`config.mk`:
```
export PLATFORM = sky130hd
export DESIGN_NAME = usb_irq_wrapper
export DESIGN_NICKNAME = d
export VERILOG_FILES = /design/src/rtl/usb_irq_pkg.sv /design/src/rtl/usb_irq_bank.sv /design/src/rtl/usb_irq_line.sv /design/src/rtl/usb_irq_wrapper.sv
export SDC_FILE = /design/constraint.sdc
export NUM_CORES = 1
export LEC_CHECK = 0
export ABC_AREA = 0
export BUFFER_PORTS_ARGS = -buffer_cell sky130_fd_sc_hd__buf_4
export CAP_MARGIN = 20
export CORE_MARGIN = 10
export CORE_UTILIZATION = 50
export CTS_CLUSTER_DIAMETER = 40
export DETAILED_ROUTE_END_ITERATION = 6
export PLACE_DENSITY_LB_ADDON = 0.12
export SLEW_MARGIN = 0
export SYNTH_ARGS = -nofsm -noshare
export SYNTH_HDL_FRONTEND = slang
export SYNTH_HIERARCHICAL = 1
export SYNTH_SLANG_ARGS = --single-unit
```
`constraint.sdc`:
```
create_clock -name clk -period 5.5 [get_ports clk]
set_input_delay 1.1 -clock clk [delete_from_list [all_inputs] [get_ports clk]]
set_output_delay 1.1 -clock clk [all_outputs]
set_load 0.005 [all_outputs]
```
`src/rtl/usb_irq_pkg.sv`:
```
// Package: register offsets and the per-bank write-strobe bundle shared by
// the interrupt wrapper and its banks. Assumes 32-bit words at byte offsets.
package usb_irq_pkg;

    localparam logic [7:0] OFS_REV       = 8'h00;
    localparam logic [7:0] OFS_CTRL      = 8'h04;
    localparam logic [7:0] OFS_STAT      = 8'h08;
    localparam logic [7:0] OFS_EP_SRC    = 8'h20;
    localparam logic [7:0] OFS_EP_SET    = 8'h24;
    localparam logic [7:0] OFS_EP_CLR    = 8'h28;
    localparam logic [7:0] OFS_EP_MSK    = 8'h2C;
    localparam logic [7:0] OFS_EP_MSET   = 8'h30;
    localparam logic [7:0] OFS_EP_MCLR   = 8'h34;
    localparam logic [7:0] OFS_EP_MASKED = 8'h38;
    localparam logic [7:0] OFS_CO_SRC    = 8'h40;
    localparam logic [7:0] OFS_CO_SET    = 8'h44;
    localparam logic [7:0] OFS_CO_CLR    = 8'h48;
    localparam logic [7:0] OFS_CO_MSK    = 8'h4C;
    localparam logic [7:0] OFS_CO_MSET   = 8'h50;
    localparam logic [7:0] OFS_CO_MCLR   = 8'h54;
    localparam logic [7:0] OFS_CO_MASKED = 8'h58;
    localparam logic [7:0] OFS_EOI       = 8'h60;

    // One-cycle write strobes aimed at a single bank
    typedef struct packed {
        logic src_set;
        logic src_clr;
        logic msk_set;
        logic msk_clr;
    } bank_wr_t;

endpackage

```
`src/rtl/usb_irq_bank.sv`:
```
// Module: one interrupt source bank. It holds a sticky source vector and a mask,
// and it presents their AND. Hardware events OR into the source; write-one
// aliases set or clear the source or the mask. An event beats a clear in the
// same cycle. Bits outside VALID never set.
// Assumes: strobes are single-cycle and at most one is active per cycle.
module usb_irq_bank
    import usb_irq_pkg::*;
#(
    parameter int          W     = 32,
    parameter logic [W-1:0] VALID = '1
) (
    input  logic         clk,
    input  logic         rst_n,
    input  logic         soft_clr,
    input  logic [W-1:0] hw_evt,
    input  bank_wr_t     wr,
    input  logic [W-1:0] wbits,
    output logic [W-1:0] src,
    output logic [W-1:0] mask,
    output logic [W-1:0] masked
);

    logic [W-1:0] src_q, mask_q;
    logic [W-1:0] set_v, clr_v, mset_v, mclr_v;

    // Expand the strobes into per-bit set and clear vectors
    always_comb begin
        set_v  = wr.src_set ? wbits : '0;
        clr_v  = wr.src_clr ? wbits : '0;
        mset_v = wr.msk_set ? wbits : '0;
        mclr_v = wr.msk_clr ? wbits : '0;
    end

    // Source and mask state; the event term is ORed after the clear so it wins
    always_ff @(posedge clk) begin
        if (!rst_n || soft_clr) begin
            src_q  <= '0;
            mask_q <= '0;
        end else begin
            src_q  <= ((src_q & ~clr_v) | set_v | hw_evt) & VALID;
            mask_q <= ((mask_q & ~mclr_v) | mset_v) & VALID;
        end
    end

    assign src    = src_q;
    assign mask   = mask_q;
    assign masked = src_q & mask_q;

    // every valid event seen last cycle is held now
    a_r6_event_wins: assert property (@(posedge clk) disable iff (!rst_n)
        !soft_clr |=> (($past(hw_evt) & VALID & ~src) == '0));

    // forced bits are present after the set alias
    a_r5_set_alias: assert property (@(posedge clk) disable iff (!rst_n)
        (wr.src_set && !soft_clr) |=> (($past(wbits) & VALID & ~src) == '0));

    // cleared bits are gone unless an event hit them
    a_r5_clr_alias: assert property (@(posedge clk) disable iff (!rst_n)
        (wr.src_clr && !soft_clr) |=> ((src & $past(wbits & ~hw_evt)) == '0));

    // mask clear alias removes the written bits
    a_r7_mask_clr: assert property (@(posedge clk) disable iff (!rst_n)
        (wr.msk_clr && !soft_clr) |=> ((mask & $past(wbits)) == '0));

    // soft reset empties the bank
    a_r12_soft_clear: assert property (@(posedge clk) disable iff (!rst_n)
        soft_clr |=> (src == '0 && mask == '0));

endmodule

```
`src/rtl/usb_irq_line.sv`:
```
// Module: latched level interrupt line. It rises when anything is pending and
// stays high until an end-of-interrupt write, which re-arms it. If anything is
// still pending after that write, the line rises again on the next edge.
// Assumes: pend comes from registered state (the banks' masked outputs).
module usb_irq_line (
    input  logic clk,
    input  logic rst_n,
    input  logic soft_clr,
    input  logic eoi,
    input  logic pend,
    output logic irq
);

    logic irq_q;

    // Latch the line on pending, release only on EOI or reset
    always_ff @(posedge clk) begin
        if (!rst_n || soft_clr || eoi) irq_q <= 1'b0;
        else                           irq_q <= irq_q | pend;
    end

    assign irq = irq_q;

    // armed line with a pending bit asserts next edge
    a_r9_raise: assert property (@(posedge clk) disable iff (!rst_n)
        (!irq_q && pend && !eoi && !soft_clr) |=> irq_q);

    // asserted line holds until EOI
    a_r10_hold: assert property (@(posedge clk) disable iff (!rst_n)
        (irq_q && !eoi && !soft_clr) |=> irq_q);

    // EOI write lowers the line
    a_r11_eoi_drop: assert property (@(posedge clk) disable iff (!rst_n)
        eoi |=> !irq_q);

endmodule

```
`src/rtl/usb_irq_wrapper.sv`:
```
// Module: top of the USB interrupt wrapper. It decodes the register bus,
// places endpoint and core events into their banks, forms the read mux, and
// drives the latched interrupt line.
// Assumes: 32-bit data, one write per cycle, reads without side effects,
// 2*NUM_EP <= 32 and CORE_LSB+CORE_W <= 32.
module usb_irq_wrapper
    import usb_irq_pkg::*;
#(
    parameter int          ADDR_W   = 8,
    parameter int          NUM_EP   = 16,
    parameter int          CORE_W   = 9,
    parameter int          CORE_LSB = 16,
    parameter logic [31:0] REV_ID   = 32'h4D31_0203
) (
    input  logic                clk,
    input  logic                rst_n,
    input  logic                cpu_wr,
    input  logic [ADDR_W-1:0]   cpu_addr,
    input  logic [31:0]         cpu_wdata,
    output logic [31:0]         cpu_rdata,
    input  logic [NUM_EP-1:0]   ep_tx_evt,
    input  logic [NUM_EP-1:0]   ep_rx_evt,
    input  logic [CORE_W-1:0]   core_evt,
    input  logic                vbus_drive_req,
    output logic                irq_out
);

    localparam int              DATA_W   = 32;
    localparam int              EP_W     = 2 * NUM_EP;
    localparam logic [EP_W-1:0] EP_VALID = ~(EP_W'(1) << NUM_EP);

    logic [EP_W-1:0]   ep_src, ep_msk, ep_masked;
    logic [CORE_W-1:0] co_src, co_msk, co_masked;
    bank_wr_t          ep_wr, co_wr;
    logic              soft_clr, eoi_wr, pend;

    // Decode write strobes for each offset
    always_comb begin
        ep_wr.src_set = cpu_wr && (cpu_addr == ADDR_W'(OFS_EP_SET));
        ep_wr.src_clr = cpu_wr && (cpu_addr == ADDR_W'(OFS_EP_CLR));
        ep_wr.msk_set = cpu_wr && (cpu_addr == ADDR_W'(OFS_EP_MSET));
        ep_wr.msk_clr = cpu_wr && (cpu_addr == ADDR_W'(OFS_EP_MCLR));
        co_wr.src_set = cpu_wr && (cpu_addr == ADDR_W'(OFS_CO_SET));
        co_wr.src_clr = cpu_wr && (cpu_addr == ADDR_W'(OFS_CO_CLR));
        co_wr.msk_set = cpu_wr && (cpu_addr == ADDR_W'(OFS_CO_MSET));
        co_wr.msk_clr = cpu_wr && (cpu_addr == ADDR_W'(OFS_CO_MCLR));
        soft_clr      = cpu_wr && (cpu_addr == ADDR_W'(OFS_CTRL)) && cpu_wdata[0];
        eoi_wr        = cpu_wr && (cpu_addr == ADDR_W'(OFS_EOI));
    end

    usb_irq_bank #(.W(EP_W), .VALID(EP_VALID)) u_ep_bank (
        .clk      (clk),
        .rst_n    (rst_n),
        .soft_clr (soft_clr),
        .hw_evt   ({ep_rx_evt, ep_tx_evt}),
        .wr       (ep_wr),
        .wbits    (cpu_wdata[EP_W-1:0]),
        .src      (ep_src),
        .mask     (ep_msk),
        .masked   (ep_masked)
    );

    usb_irq_bank #(.W(CORE_W), .VALID({CORE_W{1'b1}})) u_core_bank (
        .clk      (clk),
        .rst_n    (rst_n),
        .soft_clr (soft_clr),
        .hw_evt   (core_evt),
        .wr       (co_wr),
        .wbits    (cpu_wdata[CORE_LSB +: CORE_W]),
        .src      (co_src),
        .mask     (co_msk),
        .masked   (co_masked)
    );

    // Anything pending in either masked view
    assign pend = (|ep_masked) | (|co_masked);

    usb_irq_line u_line (
        .clk      (clk),
        .rst_n    (rst_n),
        .soft_clr (soft_clr),
        .eoi      (eoi_wr),
        .pend     (pend),
        .irq      (irq_out)
    );

    // Read mux; aliases, control and reserved offsets return zero
    always_comb begin
        cpu_rdata = '0;
        case (cpu_addr)
            ADDR_W'(OFS_REV):       cpu_rdata = REV_ID;
            ADDR_W'(OFS_STAT):      cpu_rdata = {{(DATA_W-1){1'b0}}, vbus_drive_req};
            ADDR_W'(OFS_EP_SRC):    cpu_rdata = DATA_W'(ep_src);
            ADDR_W'(OFS_EP_MSK):    cpu_rdata = DATA_W'(ep_msk);
            ADDR_W'(OFS_EP_MASKED): cpu_rdata = DATA_W'(ep_masked);
            ADDR_W'(OFS_CO_SRC):    cpu_rdata = DATA_W'(co_src) << CORE_LSB;
            ADDR_W'(OFS_CO_MSK):    cpu_rdata = DATA_W'(co_msk) << CORE_LSB;
            ADDR_W'(OFS_CO_MASKED): cpu_rdata = DATA_W'(co_masked) << CORE_LSB;
            default:                cpu_rdata = '0;
        endcase
    end

    // the line is low the cycle after a soft reset
    a_r12_line_low: assert property (@(posedge clk) disable iff (!rst_n)
        soft_clr |=> !irq_out);

endmodule

```
==> qor.json, run 1 <==
{
  "multi_input_comb_area_um2": 3180,
  "utilization_of_the_core_after_routing": 0.603,
  "route.detailed.vias_per_inst": 5.96,
  "combinational_family_with_the_most_area_after_synthesis": "compound AO/OA/AOI/OAI gates",
  "postSynthRegisterBits": 81,
  "syn_inst": 569,
  "core-area_um2": 10200,
  "antenna_violations_before_repair": 0,
  "synth_mux_area_frac": 0,
  "syn_to_final_growth_pct": 18.7,
  "critical_path.slowest_cell": "sky130_fd_sc_hd__and2_1",
  "post_layout_nonfiller_instances": 800,
  "yosys.area_share.simple": 0.173,
  "outcome": "finished, final reports clean",
  "grt_overflow": 0,
  "design.final.nets": 744,
  "crit_path_launch_type": "input port",
  "clock_power_frac": 0.384,
  "vdd.ir_drop.worst_mv": 0.123,
  "cp_data_arrival_time_ns": 3.16,
  "postCtsSetupRepairBufs": 0,
  "maxCapViolations": 0,
  "vertical_extent_of_the_die_um": 122,
  "synthAdderAreaFrac": 0,
  "finalHoldWorstSlack_ns": 0.551,
  "number_of_buffers_on_the_longest_clock_path": 2,
  "powerDensity_nw_per_um2": 208,
  "drt_drc_violations_left": 0,
  "synth_seq_area_share": 0.312,
  "timing.critical_path.cells": "buf_4 > nor4b_1 > and2_1 > a222oi_1 > inv_1 > buf_4",
  "timing.final.crit_period_ns": 4.26,
  "netlist_area_um2": 5200,
  "grt_pass1_vias": 4789,
  "power_report.internal_total_w": 0.000963,
  "min-delay-path-class": "flop to flop",
  "yosys-top-cells-area": "sky130_fd_sc_hd__dfxtp_1, sky130_fd_sc_hd__a21oi_2, sky130_fd_sc_hd__a21bo_1, sky130_fd_sc_hd__and2_1, sky130_fd_sc_hd__a21oi_1",
  "leakage_nw": 2.54,
  "syn_avg_cell_area_um2": 9.14,
  "floorplan.die.width_um": 122,
  "globalRouteTotalUtil": 0.208,
  "post_synth_num_cell_types": 50,
  "final_slew_viol_count": 0,
  "post_synth_arst_share": 0,
  "netSwitchingPower_w": 0.000323,
  "combPwrFrac": 0.131,
  "top_level_ports": 118,
  "clk_root_buffer_cell": "sky130_fd_sc_hd__clkbuf_8",
  "power_w": 0.00129,
  "yosysTopAreaCellShare": 0.312,
  "vias": 4765,
  "switching_share": 0.251,
  "synth_edf_count": 0,
  "sequential_cell_area_um2": 1620,
  "die_area_um2": 14900,
  "wl_um": 15900,
  "worstPathMaxFanout": 19,
  "timing.critical_path.to_type": "output pin",
  "cts_made_buffers": 9,
  "layout-drive-gt1-share": 0.363,
  "tightest_slew_ns": 0.939,
  "first_pass_iters": 7,
  "drtIter0Drc": 427,
  "mostFrequentLayoutCell": "sky130_fd_sc_hd__buf_4",
  "postCtsHoldBufs": 0,
  "slowest_delay_ns": 0.78,
  "clk_transition_reported_paths_ns": 0.09,
  "post_cts.resized_instances": 0,
  "level_count_of_the_clock_h_tree": 3,
  "gp_congestion": 0.915,
  "post-route-period-util": 0.775,
  "synth_xor_xnor_area_share": 0,
  "starting_density_of_the_core": 0.508,
  "postSynth.topFlopCell": "sky130_fd_sc_hd__dfxtp_1",
  "placedCellCount": 783,
  "cts_num_sinks": 81,
  "setup_total_negative_slack_ns": 0,
  "fin_skew_ns": 0.00876,
  "clock_latency_late_sink_ns": 0.34,
  "max_slew_margin": 0.372,
  "fill_cells": 923,
  "worst_ep_required_time_ns": 4.40,
  "timing.fmax_ghz": 0.235,
  "synth_largest_area_cell": "sky130_fd_sc_hd__dfxtp_1",
  "hpwlAfterDp_um": 10800,
  "route.antenna.remaining_nets": 0,
  "layout_common_cells": "sky130_fd_sc_hd__buf_4, sky130_fd_sc_hd__dfxtp_1, sky130_fd_sc_hd__a21oi_2",
  "synth-warning-count": 6,
  "type_of_the_worst_setup_path": "input port to output pin",
  "timing.final.hold_violations": 0,
  "tritoncts_clock_tree": "done",
  "grt_start_max_net_pins": 63,
  "wire_length_of_the_first_global_routing_pass_um": 25300,
  "diodes_inserted": 0,
  "core.rowCount": 37,
  "most_repeated_library_cell_on_the_critical_path": "sky130_fd_sc_hd__buf_4",
  "routed_wire_length_per_instance_um": 19.9,
  "synth_compound_area_frac": 0.429,
  "power_frac_seq": 0.485,
  "port_buffers": 116,
  "rsz0062_at_grt": "false",
  "final_setup_violation_count": 0
}
==> cell usage after synthesis (all sizes together), types with 2 or more instances <==
master    n
a21bo    80
a21oi   121
a221o     3
a222oi   17
a22o      3
a22oi    22
and2     42
buf      39
clkbuf    3
dfxtp    81
inv      20
nand2    56
nand2b    4
nand3     3
nand4     3
nor2     18
nor2b     2
nor4     13
nor4b     4
o211ai   10
o21a      2
o21ai     3
o22ai     4
or4       2
or4b      2
==> layer usage <==
| layer | vias up | wire (µm) | track usage |
|---|---|---|---|
| met4 | 0 | 52 | 0.0410 |
| met2 | 178 | 7710 | 0.347 |
| met3 | 4 | 1150 | 0.0486 |
| met5 | - | 0 | 0 |
| li1 | 2284 | - | - |
| met1 | 2299 | 6970 | 0.268 |
==> power by group through the flow <==
| stage | clock [W] | combinational [W] | sequential (W) |
|---|---|---|---|
| final | 0.000493 | 0.000168 | 0.000624 |
| after global routing | 0.000528 | 0.000182 | 0.000627 |
| after CTS | 0.000507 | 0.000165 | 0.000624 |
| after detailed placement | 0 | 0.000165 | 0.000637 |
| after global placement | 0 | 0.000161 | 0.000636 |
| after floorplan | 0 | 0.0000956 | 0.000631 |
==> worst paths after layout <==
| kind | startpoint | end | slack, ns | cells past startpoint |
|---|---|---|---|---|
| max | cpu_addr[4] | cpu_rdata[29] | 1.24 | 6 |
| min | u_line/irq | u_line/irq | 0.55 | 2 |
| min reg2reg | u_line/irq | u_line/irq | 0.55 | 2 |
| max reg2reg | u_core_bank/src[2] | u_line/irq | 3.82 | 7 |
==> sequential cells by signal, summed over array words and instances (netlist names) <==
| signal | cells |
|---|---|
| u_core_bank/src | 9 |
| u_ep_bank/mask | 31 |
| u_line/irq | 1 |
| u_core_bank/mask | 9 |
| u_ep_bank/src | 31 |
==> cells by family (layout without fill, tap and decap cells) <==
group / count (synthesis) / after routing
flops: 81 / 81
buf+inv: 62 / 155
simple gates: 156 / 156
other cells: 1 / 3
compound gates: 269 / 269
==> metrics by stage <==
step                worst slack (ns)  area, µm²
floorplan                       2.14       5210
global placement                1.25       5930
detailed placement              1.29       5930
CTS                             1.27       6150
global route                    1.08       6170
finish                          1.24       6170
==> critical path: cells and delay by family <==
family | cells | cell delay, ns
buffers and inverters | 3 | 0.39
AND/OR/NAND/NOR | 2 | 1.40
AO/OA/AOI/OAI | 1 | 0.26
==> area by class of cell <==
type	count	share of cell area
multi-input combinational	428	0.515
timing repair buffer	119	0.147
inverter	20	0.0122
tap	136	0.0276
sequential	81	0.263
clock buffer	12	0.0235
clock inverter	4	0.0124
Note: power is estimated with default switching activity, not from simulation.
==> inputs of run 2 (changes only) <==
ABC_AREA = 1   (was 0)
clock period = 3.7 ns   (was 5.5 ns; I/O delays follow)
==> run 2 against run 1 <==
Count of clock-buffer cells in the layout down 1. Combinational power up 31%. Non-clock buffer count rose by 7. Setup slack lost 0.43 ns. Hold slack got worse by 0.064 ns. First-iteration DRC count is 22% lower. Core utilization up 0.88 points.
==> qor.json, run 2 <==
{
  "combPwrFrac": 0.119,
  "finish.instance_area_um2": 6290,
  "route.detailed.vias_per_inst": 5.18,
  "floorplan.die.width_um": 122,
  "type_of_the_worst_setup_path": "input port to output pin",
  "antenna_violations_before_repair": 0,
  "post_cts.resized_instances": 0,
  "post_synth_num_cell_types": 24,
  "final_setup_violation_count": 0,
  "tightest_slew_ns": 0.651,
  "vdd.ir_drop.worst_mv": 0.331,
  "power_w": 0.00185,
  "switching_share": 0.269,
  "design.final.nets": 1020,
  "crit_path_launch_type": "input port",
  "synth_edf_count": 0,
  "critical_path.slowest_cell": "sky130_fd_sc_hd__nor2_4",
  "leakage_nw": 2.93,
  "cts_made_buffers": 9,
  "layout-drive-gt1-share": 0.254,
  "grt_overflow": 0,
  "clock_latency_late_sink_ns": 0.38,
  "outcome": "finished, final reports clean",
  "grt_pass1_vias": 5458,
  "setup_total_negative_slack_ns": 0,
  "synth-warning-count": 6,
  "clock_power_frac": 0.379,
  "vertical_extent_of_the_die_um": 122,
  "finalHoldWorstSlack_ns": 0.486,
  "cp_data_arrival_time_ns": 2.15,
  "core-area_um2": 10300,
  "syn_avg_cell_area_um2": 6.28,
  "timing.critical_path.to_type": "output pin",
  "yosys-top-cells-area": "sky130_fd_sc_hd__dfxtp_1, sky130_fd_sc_hd__nand2_1, sky130_fd_sc_hd__a21oi_2, sky130_fd_sc_hd__nand3_1, sky130_fd_sc_hd__a21oi_1",
  "die_area_um2": 15000,
  "post_layout_nonfiller_instances": 1076,
  "post_synth_arst_share": 0,
  "timing.final.hold_violations": 0,
  "maxCapViolations": 0,
  "synth_largest_area_cell": "sky130_fd_sc_hd__dfxtp_1",
  "clk_transition_reported_paths_ns": 0.08,
  "routed_wire_length_per_instance_um": 14.8,
  "diodes_inserted": 0,
  "drt_drc_violations_left": 0,
  "number_of_buffers_on_the_longest_clock_path": 2,
  "top_level_ports": 118,
  "port_buffers": 116,
  "core.rowCount": 37,
  "post-route-period-util": 0.782,
  "timing.fmax_ghz": 0.345,
  "placed_cell_area_um2": 6080,
  "grt_start_max_net_pins": 33,
  "gp_congestion": 0.878,
  "postSynth.topFlopCell": "sky130_fd_sc_hd__dfxtp_1",
  "startpoint": "cpu_addr[0]",
  "route.antenna.remaining_nets": 0,
  "worst_ep_required_time_ns": 2.96,
  "postCtsHoldBufs": 0,
  "globalRouteTotalUtil": 0.215,
  "postCtsSetupRepairBufs": 0,
  "tritoncts_clock_tree": "done",
  "final_slew_viol_count": 0,
  "layout_common_cells": "sky130_fd_sc_hd__nand2_1, sky130_fd_sc_hd__buf_4, sky130_fd_sc_hd__dfxtp_1",
  "placedCellCount": 1060,
  "rr_startpoint": "u_core_bank/src[3]",
  "synth_seq_area_share": 0.309,
  "hpwlAfterDp_um": 11000,
  "syn_to_final_growth_pct": 20.1,
  "reg_to_reg_endpoint": "u_line/irq",
  "first_pass_iters": 5,
  "postSynthRegisterBits": 81,
  "wl_um": 16000,
  "post-synth-top-count-cell": "sky130_fd_sc_hd__nand2_1",
  "syn_inst": 835,
  "cts_num_sinks": 81,
  "timing.critical_path.cells": "buf_4 > inv_2 > nand2_2 > nor2_4 > nand2_1 > inv_2 > a21oi_1 > nand2_1 > buf_4",
  "slowest_delay_ns": 0.40,
  "worstSetupEndpoint": "cpu_rdata[9]",
  "power_frac_seq": 0.502,
  "netSwitchingPower_w": 0.000500,
  "r2r_setup_slack_ns": 2.47,
  "powerDensity_nw_per_um2": 295,
  "drtIter0Drc": 333,
  "min-delay-path-class": "flop to flop",
  "rsz0062_at_grt": "false",
  "synth.top_cells.by_count": "sky130_fd_sc_hd__nand2_1, sky130_fd_sc_hd__dfxtp_1, sky130_fd_sc_hd__nand3_1",
  "netlist_area_um2": 5240,
  "level_count_of_the_clock_h_tree": 3,
  "clk_root_buffer_cell": "sky130_fd_sc_hd__clkbuf_8",
  "vias": 5578,
  "r2r_cells": 8,
  "wire_length_of_the_first_global_routing_pass_um": 26300,
  "yosysTopAreaCellShare": 0.309,
  "power_report.internal_total_w": 0.00136,
  "timing.final.crit_period_ns": 2.89,
  "fin_skew_ns": 0.0131,
  "starting_density_of_the_core": 0.510,
  "mostFrequentLayoutCell": "sky130_fd_sc_hd__nand2_1",
  "worstPathMaxFanout": 18,
  "max_slew_margin": 0.564
}
run 2: changes by cell type after synthesis, moves of 17 or more:
cell                       change
sky130_fd_sc_hd__a21bo_1      -60
sky130_fd_sc_hd__a21bo_2      -20
sky130_fd_sc_hd__a222oi_1     -17
sky130_fd_sc_hd__a22oi_1      -22
sky130_fd_sc_hd__and2_1       -42
sky130_fd_sc_hd__inv_1        +43
sky130_fd_sc_hd__nand2_1     +299
sky130_fd_sc_hd__nand3_1      +76
sky130_fd_sc_hd__nor2_1       +40
run 2: worst min-delay path by stage:
stage / startpoint / endpoint / slack [ns] / cells after the start
final: u_core_bank/mask[5] / u_core_bank/mask[5] / 0.49 / 2
after global routing: u_core_bank/mask[5] / u_core_bank/mask[5] / 0.50 / 2
after CTS: u_core_bank/mask[5] / u_core_bank/mask[5] / 0.49 / 2
after detailed placement: u_ep_bank/mask[5] / u_ep_bank/mask[5] / 0.47 / 2
after global placement: u_core_bank/mask[2] / u_core_bank/mask[2] / 0.47 / 2
after floorplan: u_core_bank/mask[8] / u_core_bank/mask[8] / 0.45 / 2
run 2: through the flow:
| step | util | setup WS (ns) |
|---|---|---|
| floorplan | - | 1.44 |
| global placement | 0.591 | 0.810 |
| detailed placement | 0.591 | 0.791 |
| CTS | 0.612 | 0.781 |
| global route | 0.612 | 0.650 |
| finish | 0.612 | 0.805 |
run 2: logic make-up after synthesis:
logic type	Yosys count	synth area share
AO/OA/AOI/OAI	127	0.166
buffers and inverters	110	0.111
AND/OR/NAND/NOR	516	0.413
other	1	0.000715
flip-flops	81	0.309
run 2: power by group through the flow:
stage                     clock network (W)  registers [W]  logic, W
after global routing               0.000761       0.000935  0.000240
final                              0.000704       0.000931  0.000220
after global placement                    0       0.000948  0.000211
after CTS                          0.000723       0.000930  0.000219
after floorplan                           0       0.000942  0.000107
after detailed placement                  0       0.000950  0.000218
run 2: area by class of cell:
type / instances / area (µm²)
timing repair buffer: 126 / 958
tap: 136 / 170
fill: 991 / 3990
clock buffer: 11 / 151
multi-input combinational: 646 / 3060
clock inverter: 5 / 62.6
sequential: 81 / 1620
inverter: 71 / 272
run 2: per-layer routing:
layer	vias to the layer above	wire length, µm	track usage
li1	2829	-	-
met1	2537	7040	0.267
met2	193	7560	0.355
met3	19	1190	0.0634
met4	0	180	0.0604
met5	-	0	0
run 2: critical path: cells and delay by family:
family | cells | cell delay, ns
AND/OR/NAND/NOR | 4 | 0.87
buffers and inverters | 4 | 0.48
AO/OA/AOI/OAI | 1 | 0.06
==> inputs of run 3 (changes only) <==
clock period = 2.5 ns   (was 3.7 ns; I/O delays follow)
==> run 3 against run 2 <==
Register-to-register slack worse by 1.2 ns. Final cell count is 0.56% higher. Die area is the same. Largest cell class unchanged. Largest power group unchanged.
==> qor.json, run 3 (synthesized netlist as in run 2, its figures left out) <==
{
  "wl_met2_um": 7610,
  "die_area_um2": 15000,
  "core.rowCount": 37,
  "postCtsHoldBufs": 0,
  "diodes_inserted": 0,
  "vias": 5588,
  "port_buffers": 116,
  "tritoncts_clock_tree": "done",
  "min-delay-path-class": "input port to flop",
  "final_setup_violation_count": 0,
  "grt_overflow": 0,
  "fill_cells": 981,
  "vdd.ir_drop.worst_mv": 0.324,
  "dr_wl_met3_um": 1130,
  "setup_total_negative_slack_ns": 0,
  "layout_common_cells": "sky130_fd_sc_hd__nand2_1, sky130_fd_sc_hd__buf_4, sky130_fd_sc_hd__dfxtp_1",
  "grt_start_max_net_pins": 32,
  "drtIter0Drc": 410,
  "layout-drive-gt1-share": 0.255,
  "cts_num_sinks": 81,
  "timing.final.crit_period_ns": 2.27,
  "grt_pass1_vias": 5408,
  "core-area_um2": 10300,
  "top_level_ports": 118,
  "worstPathMaxFanout": 6,
  "number_of_buffers_on_the_longest_clock_path": 2,
  "reg_to_reg_endpoint": "u_line/irq",
  "r2r_cells": 8,
  "r2r_setup_slack_ns": 1.25,
  "wl_um": 15800,
  "routed.top_layer": "met4",
  "hold_path.startpoint": "ep_tx_evt[10]",
  "clock_latency_late_sink_ns": 0.36,
  "sequential_cell_area_um2": 1620,
  "critical_path.slowest_cell": "sky130_fd_sc_hd__nand2_1",
  "route.antenna.remaining_nets": 0,
  "fin_skew_ns": 0.00974,
  "post_cts.resized_instances": 0,
  "multi_input_comb_area_um2": 3060,
  "vertical_extent_of_the_die_um": 122,
  "final_critical_path_setup_slack_ns": 0.235,
  "rr_startpoint": "u_ep_bank/src[4]",
  "timing.critical_path.cells": "buf_4 > inv_1 > nand2_1 > nor2_1 > nand2_1 > inv_2 > a21oi_1 > nand2_1 > buf_4",
  "drt_drc_violations_left": 0,
  "capture_endpoint_of_the_worst_hold_path": "u_ep_bank/src[10]",
  "postCtsSetupRepairBufs": 0,
  "route.detailed.vias_per_inst": 5.16,
  "starting_density_of_the_core": 0.510,
  "type_of_the_worst_setup_path": "input port to output pin",
  "leakage_nw": 2.95,
  "clk_root_buffer_cell": "sky130_fd_sc_hd__clkbuf_8",
  "maxCapViolations": 0,
  "crit_path_launch_type": "input port",
  "level_count_of_the_clock_h_tree": 3,
  "worst_hold_path.num_cells": 3,
  "detail_route.wirelength.met1_um": 6920,
  "outcome": "finished, final reports clean",
  "floorplan.die.width_um": 122,
  "worst_ep_required_time_ns": 2.00,
  "timing.fmax_ghz": 0.441,
  "post-place-ws_ns": 0.252,
  "first_pass_iters": 5,
  "powerDensity_nw_per_um2": 402,
  "cts_made_buffers": 9,
  "final_slew_viol_count": 0,
  "cp_data_arrival_time_ns": 1.77,
  "antenna_violations_before_repair": 0,
  "hpwlAfterDp_um": 11200,
  "gp_congestion": 0.870,
  "clk_transition_reported_paths_ns": 0.09,
  "timing.final.hold_violations": 0,
  "timing.critical_path.to_type": "output pin",
  "wire_length_of_the_first_global_routing_pass_um": 25900,
  "routed_wire_length_per_instance_um": 14.6,
  "syn_to_final_growth_pct": 20.8,
  "rsz0062_at_grt": "false",
  "design.final.nets": 1026,
  "post-route-period-util": 0.906,
  "slowest_delay_ns": 0.21,
  "most_repeated_library_cell_on_the_critical_path": "sky130_fd_sc_hd__nand2_1",
  "mostFrequentLayoutCell": "sky130_fd_sc_hd__nand2_1",
  "globalRouteTotalUtil": 0.210
}
==> run 3: how the worst max path moves through the flow <==
stage | from | to | slack (ns) | cells after the start
finish | cpu_addr[4] | cpu_rdata[26] | 0.23 | 9
global route | cpu_addr[4] | cpu_rdata[9] | 0.08 | 9
CTS | cpu_addr[4] | cpu_rdata[26] | 0.25 | 9
detailed placement | cpu_addr[4] | cpu_rdata[26] | 0.25 | 9
global placement | cpu_addr[4] | cpu_rdata[26] | 0.27 | 9
floorplan | cpu_addr[2] | cpu_rdata[18] | 0.72 | 9
==> run 3: worst max-delay path, delay by kind of cell <==
| family | cells | cell delay [ns] |
|---|---|---|
| AND/OR/NAND/NOR | 4 | 0.65 |
| buffers and inverters | 4 | 0.55 |
| AO/OA/AOI/OAI | 1 | 0.06 |
==> run 3: cell type report <==
cell class | count | share of cell area
tap | 136 | 0.0269
clock buffer | 13 | 0.0219
multi-input combinational | 646 | 0.483
sequential | 81 | 0.256
inverter | 71 | 0.0429
timing repair buffer | 132 | 0.166
clock inverter | 3 | 0.00277
==> run 3: stage by stage <==
stage	cell area (µm²)	power, W	hold WS [ns]	std cells	utilization
2_1_floorplan	5250	0.00155	0.452	837	-
3_3_place_gp	6170	0.00172	0.465	1066	0.601
3_5_place_dp	6170	0.00173	0.472	1066	0.601
4_1_cts	6330	0.00256	0.361	1082	0.616
5_1_grt	6330	0.00265	0.369	1082	0.616
6_report	6330	0.00254	0.375	1082	0.616
==> run 3: power by group <==
group / internal [W] / leakage, nW / switching (W)
clock: 0.000360 / 0.0774 / 0.000475
sequential: 0.00134 / 0.666 / 0.0000384
combinational: 0.000152 / 2.21 / 0.000180
==> run 3: routing by layer <==
layer / GRT usage / vias to the layer above
li1: - / 2841
met2: 0.357 / 182
met4: 0.0442 / 0
met5: 0 / -
met1: 0.261 / 2552
met3: 0.0565 / 13
